**src/rtl/xbar_pkg.sv**
```systemverilog
package xbar_pkg;
  localparam int SEL_W     = 9;
  localparam int CHAN_N    = 16;
  localparam int DATA_W    = 32;
  localparam int ADDR_W    = 5;
  localparam int IDX_W     = $clog2(CHAN_N);
  localparam int CODE_SPAN = 1 << SEL_W;

  localparam logic [ADDR_W-1:0] LOCK_ADDR = ADDR_W'(5'h1E);
  localparam logic [ADDR_W-1:0] CHAN_LIM  = ADDR_W'(CHAN_N);
  localparam logic [SEL_W-1:0]  CODE_ZERO = 9'h1FF;
  localparam logic [SEL_W-1:0]  CODE_RST  = 9'h1FE;

  typedef logic [SEL_W-1:0] code_t;
  typedef logic [CHAN_N-1:0][SEL_W-1:0] code_vec_t;
endpackage

```
**src/rtl/xbar_regfile.sv**
```systemverilog
module xbar_regfile
  import xbar_pkg::*;
(
  input  logic              clk,
  input  logic              rst_n,
  input  logic              wr_permit,
  input  logic              wr_en,
  input  logic [ADDR_W-1:0] addr,
  input  logic [DATA_W-1:0] wdata,
  output code_vec_t         code_q,
  output logic [CHAN_N-1:0] lock_q
);
  logic              wr_ok;
  logic              hit_code;
  logic              hit_lock;
  logic [IDX_W-1:0]  idx;

  assign wr_ok    = wr_en & wr_permit;
  assign hit_code = (addr < CHAN_LIM);
  assign hit_lock = (addr == LOCK_ADDR);
  assign idx      = addr[IDX_W-1:0];

  // Lock word: set-only, cleared by reset alone.
  always_ff @(posedge clk or negedge rst_n) begin
    if (!rst_n)
      lock_q <= '0;
    else if (wr_ok && hit_lock)
      lock_q <= lock_q | wdata[CHAN_N-1:0];
  end

  // One route-code register per channel, each gated by its own lock bit.
  for (genvar c = 0; c < CHAN_N; c++) begin : g_code
    logic take;
    assign take = wr_ok & hit_code & (idx == IDX_W'(c)) & ~lock_q[c];
    always_ff @(posedge clk or negedge rst_n) begin
      if (!rst_n)
        code_q[c] <= CODE_RST;
      else if (take)
        code_q[c] <= wdata[SEL_W-1:0];
    end
  end
endmodule

```
**src/rtl/xbar_chan_mux.sv**
```systemverilog
module xbar_chan_mux
  import xbar_pkg::*;
#(
  parameter int NUM_PINS = 24
) (
  input  code_t               code,
  input  logic [NUM_PINS-1:0] pins,
  output logic                out
);
  // Pins padded with ones up to the full code space: codes past the
  // last pin land on a 1 without a separate range compare.
  logic [CODE_SPAN-1:0] padded;

  always_comb begin
    padded                 = '1;
    padded[NUM_PINS-1:0]   = pins;
  end

  assign out = (code == CODE_ZERO) ? 1'b0 : padded[code];
endmodule

```
**src/rtl/xbar_rd_mux.sv**
```systemverilog
module xbar_rd_mux
  import xbar_pkg::*;
(
  input  logic [ADDR_W-1:0] addr,
  input  code_vec_t         code_q,
  input  logic [CHAN_N-1:0] lock_q,
  output logic [DATA_W-1:0] rdata
);
  always_comb begin
    rdata = '0;
    if (addr < CHAN_LIM)
      rdata[SEL_W-1:0] = code_q[addr[IDX_W-1:0]];
    else if (addr == LOCK_ADDR)
      rdata[CHAN_N-1:0] = lock_q;
  end
endmodule

```
**src/rtl/inxbar_route.sv**
```systemverilog
module inxbar_route
  import xbar_pkg::*;
#(
  parameter int NUM_PINS = 24
) (
  input  logic                clk,
  input  logic                rst_n,
  input  logic                wr_permit,
  input  logic [4:0]          reg_addr,
  input  logic                reg_we,
  input  logic [31:0]         reg_wdata,
  output logic [31:0]         reg_rdata,
  input  logic [NUM_PINS-1:0] pin_in,
  output logic [15:0]         chan_out
);
  code_vec_t         code_q;
  logic [CHAN_N-1:0] lock_q;
  logic              unused_wdata;

  assign unused_wdata = ^reg_wdata[DATA_W-1:CHAN_N];

  xbar_regfile u_regs (
    .clk       (clk),
    .rst_n     (rst_n),
    .wr_permit (wr_permit),
    .wr_en     (reg_we),
    .addr      (reg_addr),
    .wdata     (reg_wdata),
    .code_q    (code_q),
    .lock_q    (lock_q)
  );

  xbar_rd_mux u_rd (
    .addr   (reg_addr),
    .code_q (code_q),
    .lock_q (lock_q),
    .rdata  (reg_rdata)
  );

  for (genvar c = 0; c < CHAN_N; c++) begin : g_chan
    xbar_chan_mux #(.NUM_PINS(NUM_PINS)) u_mux (
      .code (code_q[c]),
      .pins (pin_in),
      .out  (chan_out[c])
    );
  end
endmodule

```
**config.mk**
```make
export PLATFORM = sky130hd
export DESIGN_NAME = inxbar_route
export DESIGN_NICKNAME = d
export VERILOG_FILES = /design/src/rtl/xbar_pkg.sv /design/src/rtl/xbar_regfile.sv /design/src/rtl/xbar_chan_mux.sv /design/src/rtl/xbar_rd_mux.sv /design/src/rtl/inxbar_route.sv
export SDC_FILE = /design/constraint.sdc
export NUM_CORES = 1
export LEC_CHECK = 0
export BUFFER_PORTS_ARGS = -buffer_cell sky130_fd_sc_hd__buf_2
export CELL_PAD_IN_SITES_DETAIL_PLACEMENT = 0
export CELL_PAD_IN_SITES_GLOBAL_PLACEMENT = 1
export CORE_ASPECT_RATIO = 1.25
export CORE_MARGIN = 8
export CORE_UTILIZATION = 50
export DETAILED_ROUTE_END_ITERATION = 6
export PLACE_DENSITY = 0.79
export SLEW_MARGIN = 40
export SYNTH_ARGS = -nofsm -noshare
export SYNTH_HDL_FRONTEND = slang
export SYNTH_SLANG_ARGS = --single-unit
```
**constraint.sdc**
```tcl
create_clock -name clk -period 5.59 [get_ports clk]
set_input_delay 0.2795 -clock clk [delete_from_list [all_inputs] [get_ports clk]]
set_output_delay 0.2795 -clock clk [all_outputs]
set_load 0.005 [all_outputs]
```
# Yosys cells after proc, flatten, opt, wreduce, memory -nomap -nowiden
# Index checks and enable logic that the tools add are counted.
[totals]
word_cells = 173
ff_bits = 160
output_inout_bits = 48
in_bits = 65
[op_classes]
n_eq_ne = 32
bitwise = 51
muxes = 53
magnitude_cmp = 18
n_reduce_logical = 2
[op_table]
columns = ["op", "n"]
rows = [
  ["$lt A9 B10 Y1 const B", 16],
  ["$bmux W1 S9", 16],
  ["$eq A9 B9 Y1 const B", 16],
  ["$bmux W9 S4", 1],
  ["$and A1 B1 Y1", 34],
  ["$eq A4 B4 Y1 const B", 8],
  ["$mux W1", 32],
  ["$mux W9", 2],
  ["$eq A4 B3 Y1 const B", 4],
  ["$mux W16", 1],
  ["$not A1 Y1", 16],
  ["$or A16 B16 Y16", 1],
  ["$eq A4 B2 Y1 const B", 2],
  ["$mux W7", 1],
  ["$eq A5 B5 Y1 const B", 1],
  ["$lt A4 B5 Y1 const B", 1],
  ["$lt A5 B5 Y1 const B", 1],
  ["$eq A4 B1 Y1 const B", 1],
  ["$logic_not A4 Y1", 1],
  ["$logic_and A1 B1 Y1", 1],
]

# Logic depth before layout (Yosys ltp)
# Gate-level depths: netlist of the first run.
[logic_depth]
depth_word = 4
mapped_depth = 7
depth_no_buf = 4

# Hierarchy
# Synthesis of the first run repeated with hierarchy kept, for this count alone.
[hier_totals]
cells_unflattened = 973
hier_area_um2 = 11990.2
[by_module_without_submodules]
columns = ["mod", "area_each_um2", "seq_area_each_um2", "cells_per_inst", "instances"]
rows = [
  ["xbar_regfile", 6263.5, 4164.0, 371, 1],
  ["xbar_chan_mux", 261.5, 0.0, 25, 16],
  ["xbar_rd_mux", 1542.7, 0.0, 202, 1],
]

# Worst setup path after synthesis of the first run
# No wires, ideal clock.
[synth_timing]
path_type = "register to output"
start = "register u_regs.code_q[136] (netlist bit)"
end = "output chan_out[15]"
n_path_buf = 2
t_arrival_ps = 1867
path_slack_ps = 3444
t_required_ps = 5311
path_stages_with_launch = 7
path_cell_list = "dfstp_2 -> clkbuf_1 -> mux4_1 -> mux2_2 -> and3_1 -> a211o_1 -> buf_4"
[synth_between]
elab_chain_cells = 3
word_cells_on_any_way = 4
cone_classes = "eq/ne (1); mux (3)"
[synth_lines]
columns = ["item", "line_no", "text"]
rows = [
  ["start: declaration", "xbar_regfile.sv:10", "output code_vec_t code_q,"],
  ["start signal: indexed assignment", "xbar_regfile.sv:39", "code_q[c] <= wdata[SEL_W-1:0];"],
  ["$bmux W1 S9", "xbar_chan_mux.sv:19", "assign out = (code == CODE_ZERO) ? 1'b0 : padded[code];"],
  ["$mux W1 (not written as such)", "xbar_chan_mux.sv:19", ""],
  ["$mux W1 *", "xbar_chan_mux.sv:19", ""],
  ["end: declaration", "inxbar_route.sv:14", "output logic [15:0] chan_out"],
]
# Every way passes the cells marked *; elsewhere a longest branch is shown, timed or not. The select of a mux whose other input is x is not followed.

# Worst setup path in the final report of the first run
[layout_timing]
start = "input reg_addr[0]"
end = "output reg_rdata[6]"
[layout_between]
elab_chain_cells = 3
word_cells_on_any_way = 6
cone_classes = "order compare (1); eq/ne (1); mux (4)"
[layout_lines]
columns = ["item", "line_no", "text"]
rows = [
  ["start: declaration", "inxbar_route.sv:9", "input logic [4:0] reg_addr,"],
  ["$bmux W9 S4 / $eq A5 B5 Y1 (equally long branches)", "xbar_rd_mux.sv:12, xbar_rd_mux.sv:13", ""],
  ["$mux W9 (not written as such) / $mux W16 (equally long branches)", "xbar_rd_mux.sv:12, xbar_rd_mux.sv:13", ""],
  ["$mux W9 *", "xbar_rd_mux.sv:11", "if (addr < CHAN_LIM)"],
  ["end: declaration", "inxbar_route.sv:12", "output logic [31:0] reg_rdata,"],
]
# Marked as above.

==> out/results.ini, run 1 <==
[worst_hold_path]
hold_depth = 2
hp-class = in -> reg
min_from = reg_wdata[9]
hold_end = u_regs.lock_q[9]

[logic_synthesis]
synth_top_family_by_area = multiplexers
synth-seq-cells = 160
synth_top_area_share_pct = 28.1
syn_area_um2 = 12000
synth-simple-area-share_pct = 12.5
yosys_warnings = 0
synth_top_area_cell = dfstp_2
synthAdderAreaFrac_pct = 0
syn_area_per_cell_um2 = 12.8
synthXorXnorAreaFrac_pct = 0
synth-compound-area-share_pct = 4.94
synth_area_leaders = dfstp_2 28%, mux4_2 20%, mux2_2 15%, dfrtp_1 6.7%, mux2i_1 3.9%
synthMuxAreaShare_pct = 41.4
ys_types = 45
yosysSeqAreaShare_pct = 34.8
async_reset_ff_share_pct = 100
synth_edf_count = 0
ys.flop_type = dfstp_2
synthCells = 937

[placed_design]
portBuffers = 80
place_ws_ps = 2710
place.gp.congestion = 0.886
hpwl_um = 23800
placed_area_um2 = 12100

[floorplan]
ios = 113
row_count = 63
initial_core_util_pct = 50.6
dieWidth_um = 154
chipHeight_um = 189
dieArea_um2 = 29200
fp.coreArea_um2 = 23600

[timing]
drv_slew = 0
setup_ws_ps = 2730
clock_skew_ps = 10.5
min_period_ps = 2860
rsz0062_at_grt = false
setup-violations-final = 0
hold_viol_final = 0
max_slew_margin_pct = 46.2
tightestPinTransition_ps = 801
max_freq_ghz = 0.349
period_share_pct = 51.2
tns_ps = 0

[clock_tree]
postCtsResizedCells = 0
clock_tree.buffer_depth = 2
numCtsBuffers = 17
cts_tree = yes
cts-htree-levels = 4
path_clk_slew_ps = 70
clk_latency_ps = 440
cts_sinks = 160
clockRootBuffer = clkbuf_16

[critical_path]
reg2reg_from = u_regs.lock_q[1]
worst_path_dominant_cell_family = multiplexers
path_cells = buf_2, buf_4, mux4_2, mux2i_1, o22ai_1, a21o_1, buf_2
r2r_cells = 2
cp_max_fo = 18
cpMaxStageDelayCell = mux4_2
critPathMaxStageDelay_ps = 560
cp.depth = 7
cp.buffers_inverters = 3
cp.arrival_ps = 2580
critical_path_class = in -> out
r2r-end = u_regs.code_q[9]
endpoint_kind = output pin
r2r_slack_ps = 3930
cpMostUsedCell = buf_2
critPathLaunchType = primary input
crit_required_ps = 5310

[grt]
grtUsageTotal_pct = 24.8
antenna_found_initial = 1
grt_overflow = 0
grt_pass1_wl_um = 54900
grt_pass1_vias = 8774
grt_max_degree = 81

[finish]
final_nets = 981
final_area_um2 = 12700
drive_gt1_share_pct = 57.2
num_antenna_cells = 0
syn_to_final_growth_pct = 6.33
fillCellCount = 2012

[drt]
wirelength_um = 35300
drt-vias-per-instance = 7.11
drc = 0
dr_total_vias = 8673
dr.pass1.iters = 5
postRouteAntennaNets = 0
drt-initial-drc-count = 923
wl_per_cell_um = 28.9

[pwr]
power_uw = 3930
leakagePower_uw = 0.00494
vdd_ir_drop_max_mv = 0.188
power-per-cell-area_nw_per_um2 = 309

[outcome]
status = complete, no violations

[job]
drv_cap = 0

[cell usage in the layout (no fill, tap or decap), drive strengths merged, types with 2 or more instances in the layout]
| cell | count |
|---|---|
| a211o | 2 |
| a211oi | 14 |
| a21o | 25 |
| a31oi | 14 |
| and2 | 7 |
| and3 | 12 |
| and4 | 19 |
| buf | 85 |
| bufinv | 4 |
| clkbuf | 17 |
| clkinv | 2 |
| conb | 16 |
| dfrtp | 32 |
| dfstp | 128 |
| inv | 7 |
| mux2 | 163 |
| mux2i | 47 |
| mux4 | 116 |
| nand2 | 10 |
| nand2b | 18 |
| nand3 | 17 |
| nand3b | 20 |
| nand4 | 25 |
| nor2 | 17 |
| nor3 | 16 |
| nor3b | 8 |
| nor4 | 3 |
| nor4bb | 2 |
| o211ai | 14 |
| o22ai | 10 |
| or3 | 19 |
| or3b | 9 |
| or4 | 17 |
| or4b | 5 |
[kinds of logic (layout without fill, tap and decap cells)]
family                 after synthesis  in the layout
AOI/OAI and AO/OA                   82             82
muxes                              326            326
DFF                                160            160
other                                1             16
buffers and inverters              141            117
and+or+nand+nor                    227            227
[how the worst max path moves through the flow]
stage	from	end	slack [ps]
2_1_floorplan	u_regs.code_q[136]	chan_out[15]	3440
3_3_place_gp	reg_addr[0]	reg_rdata[8]	2720
5_1_grt	reg_addr[0]	reg_rdata[8]	2620
4_1_cts	reg_addr[0]	reg_rdata[8]	2710
6_report	reg_addr[0]	reg_rdata[6]	2730
3_5_place_dp	reg_addr[0]	reg_rdata[8]	2710
[cell usage after synthesis (18+ instances only)]
library cell,number
and4_1,19
buf_2,30
a21o_1,25
nand3b_1,20
nand2b_1,18
buf_4,32
mux2_2,163
dfrtp_1,32
clkbuf_1,68
mux4_2,105
dfstp_2,128
or3_1,19
nand4_1,25
mux2i_1,47
[area by class of cell]
| cell class | instances | area [µm²] | area share (%) |
|---|---|---|---|
| multi-input combinational | 651 | 7120 | 55.9 |
| clock inverter | 14 | 201 | 1.58 |
| timing repair buffer | 86 | 454 | 3.57 |
| sequential | 160 | 4160 | 32.7 |
| tap | 292 | 365 | 2.87 |
| clock buffer | 17 | 425 | 3.34 |
[what timing repair did]
item	in CTS	in global routing
setup buffers	0	0
endpoints found under the hold margin	8	0
hold buffers	1	0
[power breakdown]
part,switching (µW),internal (µW),leakage (µW)
clock,523,754,0.000306
combinational,383,562,0.00288
sequential,298,1410,0.00176
[state kept, by name, indices dropped and copies added, names as in the netlist]
signal	cells
u_regs.lock_q	16
u_regs.code_q	144
[metrics by stage]
step	hold WS, ps	std cells	util (%)
6_report	33.4	1220	53.8
3_5_place_dp	378	1188	51.1
2_1_floorplan	-16.1	952	-
4_1_cts	21.9	1220	53.8
3_3_place_gp	377	1188	51.1
5_1_grt	18.2	1220	53.8
[metal layers]
layer / global-route usage, % / share of wire (%) / vias to the layer above
li1: - / - / 3614
met1: 32.4 / 40 / 4562
met2: 39.9 / 49 / 441
met3: 4.90 / 7.8 / 54
met4: 9.74 / 3.2 / 2
met5: 0 / 0.037 / -
Power figures use the tool's default switching activity.
==> inputs of run 2 (changes only) <==
--- a/config.mk
+++ b/config.mk
@@ -5,12 +5,13 @@
 export SDC_FILE = /design/constraint.sdc
 export NUM_CORES = 1
 export LEC_CHECK = 0
+export ABC_AREA = 1
 export BUFFER_PORTS_ARGS = -buffer_cell sky130_fd_sc_hd__buf_2
 export CELL_PAD_IN_SITES_DETAIL_PLACEMENT = 0
 export CELL_PAD_IN_SITES_GLOBAL_PLACEMENT = 1
 export CORE_ASPECT_RATIO = 1.25
 export CORE_MARGIN = 8
-export CORE_UTILIZATION = 50
+export CORE_UTILIZATION = 43
 export DETAILED_ROUTE_END_ITERATION = 6
 export PLACE_DENSITY = 0.79
 export SLEW_MARGIN = 40
==> constraint.sdc (replaced) <==
create_clock -name clk -period 3 [get_ports clk]
set_input_delay 0.15 -clock clk [delete_from_list [all_inputs] [get_ports clk]]
set_output_delay 0.15 -clock clk [all_outputs]
set_load 0.005 [all_outputs]
==> run 2 against run 1 <==
- clock-buffer cell count rose by 2
- register-to-register slack got worse by 2300 ps
- first-iteration DRC count up 54%
- clock power increased by 73%
- combinational power grew 15%
- largest cell class unchanged
- final cell count rose by 87%
- core utilization is 7.7 points lower
- highest routed layer is now met4
- sequential share of layout area is 0.62 points lower
==> out/results.ini, run 2 <==
[floorplan]
dieWidth_um = 166  ; was 154 µm
dieArea_um2 = 34000  ; was 29200 µm²
chipHeight_um = 204  ; was 189 µm
initial_core_util_pct = 43.2  ; was 50.6%
row_count = 69  ; was 63
fp.coreArea_um2 = 28100  ; was 23600 µm²
ios = 113  ; unchanged

[clock_tree]
clock_tree.buffer_depth = 2  ; unchanged
postCtsResizedCells = 0  ; unchanged
clk_latency_ps = 440  ; about the same
postCtsSetupRepairBufs = 0  ; unchanged
cts-htree-levels = 4  ; unchanged
cts_sinks = 160  ; unchanged
cts_tree = yes  ; unchanged
path_clk_slew_ps = 70  ; about the same
clockRootBuffer = clkbuf_16  ; unchanged
numCtsBuffers = 17  ; unchanged

[finish]
largest_reg_flops = 144  ; unchanged
syn_to_final_growth_pct = 6.71  ; was 6.33%
top_register = u_regs.code_q  ; unchanged
num_antenna_cells = 0  ; unchanged
final_util_pct = 46.1  ; was 53.8%
drive_gt1_share_pct = 15.1  ; was 57.2%
top_regs = u_regs.code_q: 144 flops, u_regs.lock_q: 16 flops  ; unchanged
fillCellCount = 2960  ; was 2012
final_nets = 1973  ; was 981
final_common_cell = nand2_1  ; was mux2_2
layout_common_cells = 761 x nand2_1, 329 x nand3_1, 129 x o21ai_0, 128 x dfstp_2, 110 x inv_1  ; was 163 x mux2_2, 128 x dfstp_2, 105 x mux4_2, 79 x buf_2, 47 x mux2i_1

[critical_path]
critical_path_class = reg -> out  ; was in -> out
r2r_slack_ps = 1660  ; was 3930 ps
crit_required_ps = 2850  ; was 5310 ps
cp_max_fo = 16  ; was 18
critPathLaunchType = register  ; was primary input
endpoint_kind = output pin  ; unchanged
cp.arrival_ps = 2390  ; was 2580 ps

[drt]
drc = 0  ; unchanged
drt-initial-drc-count = 1423  ; was 923
wirelength_um = 47400  ; was 35300 µm
wl_per_cell_um = 20.8  ; was 28.9 µm
dr.pass1.iters = 5  ; unchanged
postRouteAntennaNets = 0  ; unchanged
drt-vias-per-instance = 5.75  ; was 7.11
dr_total_vias = 13100  ; was 8673

[timing]
clock_skew_ps = 7.96  ; was 10.5 ps
max_freq_ghz = 0.394
drv_slew = 0  ; unchanged
min_period_ps = 2540
hold_viol_final = 0  ; unchanged
max_slew_margin_pct = 40.6  ; was 46.2%
setup-violations-final = 0  ; unchanged
tns_ps = 0  ; unchanged
tightestPinTransition_ps = 890  ; was 801 ps
period_share_pct = 84.6
rsz0062_at_grt = false  ; unchanged
setup_ws_ps = 461  ; was 2730 ps
hold_ws_ps = 191  ; was 33.4 ps

[logic_synthesis]
yosysSeqAreaShare_pct = 34.2  ; was 34.8%
synth_area_leaders = dfstp_2 28%, nand2_1 23%, nand3_1 14%, dfrtp_1 6.6%, o21ai_0 5.3%  ; was dfstp_2 28%, mux4_2 20%, mux2_2 15%, dfrtp_1 6.7%, mux2i_1 3.9%
yosysMostFrequentCell = nand2_1  ; was mux2_2
synth_edf_count = 0  ; unchanged
ys.flop_type = dfstp_2  ; unchanged
yosys_warnings = 0  ; unchanged
synthCells = 1951  ; was 937
syn_area_um2 = 12200  ; was 12000 µm²
synthTopCellsByCount = 761 x nand2_1, 329 x nand3_1, 129 x o21ai_0  ; was 163 x mux2_2, 128 x dfstp_2, 105 x mux4_2
syn_area_per_cell_um2 = 6.23  ; was 12.8 µm²
synth_top_area_share_pct = 27.7  ; was 28.1%
synth_top_area_cell = dfstp_2  ; unchanged
ys_types = 31  ; was 45
synth-seq-cells = 160  ; unchanged
async_reset_ff_share_pct = 100  ; unchanged

[grt]
grtUsageTotal_pct = 27.7  ; was 24.8%
met2_usage_pct = 44.5  ; was 39.9%
grt_pass1_wl_um = 73400  ; was 54900 µm
grt.busiest_layer = met2  ; unchanged
grt_overflow = 0  ; unchanged
grt_max_degree = 72  ; was 81
grt_pass1_vias = 12300  ; was 8774
grtUsageMet3_pct = 3.50  ; was 4.90%
antenna_found_initial = 0  ; was 1
grt_use_met1_pct = 36.8  ; was 32.4%

[outcome]
status = complete, no violations  ; unchanged

[placed_design]
place.gp.congestion = 0.897  ; was 0.886
portBuffers = 80  ; unchanged
place_ws_ps = 773  ; was 2710 ps
hpwl_um = 30600  ; was 23800 µm

[worst_hold_path]
hp-class = in -> reg  ; unchanged

[pwr]
power-per-cell-area_nw_per_um2 = 450  ; was 309 nW/µm²
vdd_ir_drop_max_mv = 0.433  ; was 0.188 mV
power_uw = 5830  ; was 3930 µW
leakagePower_uw = 0.00566  ; was 0.00494 µW

[job]
drv_cap = 0  ; unchanged

run 2: routing by layer:
| metal | wire [µm] | vias to the layer above |
|---|---|---|
| li1 | - | 6215 |
| met1 | 20000 | 6129 |
| met2 | 21800 | 612 |
| met3 | 3650 | 123 |
| met4 | 1920 | 0 |
| met5 | 0 | - |
run 2: worst paths after layout:
kind,startpoint,to,depth (start not counted)
max,u_regs.code_q[135],reg_rdata[0],9
min,reg_wdata[5],u_regs.lock_q[5],3
max reg2reg,u_regs.lock_q[5],u_regs.code_q[45],3
min reg2reg,u_regs.lock_q[13],u_regs.lock_q[13],2
max in group asynchronous,rst_n,u_regs.code_q[1],3
min in group asynchronous,rst_n,u_regs.code_q[135],2
run 2: stage by stage:
stage	std cells	cell area [µm²]
finish	2276	13000
global route	2276	13000
CTS	2276	13000
detailed placement	2236	12300
global placement	2236	12300
floorplan	1966	12200
run 2: cell families (layout without fill, tap and decap cells):
logic type,count (synthesis),in the layout,synth area share (%)
AO/OA/AOI/OAI,205,205,9.08
flip-flops,160,160,34.2
other,1,16,0.0308
AND/OR/NAND/NOR,1284,1284,45.8
buffers and inverters,301,256,10.9
run 2: layout make-up:
type                            instances  area, µm²  area share, %
Clock buffer                           19        464           3.58
Multi-Input combinational cell       1505       6730           51.9
Sequential cell                       160       4160           32.1
Clock inverter                         13        125          0.964
Tap cell                              355        444           3.42
Inverter                              126        473           3.64
Timing Repair Buffer                   98        574           4.43
run 2: what timing repair did:
item                                   CTS  global route
endpoints found under the hold margin   13             0
hold buffers                             8             0
setup endpoints to repair                0             0
run 2: power breakdown:
part           total, µW  internal, µW  switching, µW
registers           2530          2340            195
logic               1090           351            735
clock network       2220          1230            987
run 2: critical path, stage by stage, from the launching register on:
cell and delay (ps):
dfrtp_1 580, inv_1 390, nor2_1 90, a21oi_1 140, nand2_1 80, nand2_1 60
nand2_1 100, o21ai_1 270, nand2_1 90, buf_2 140
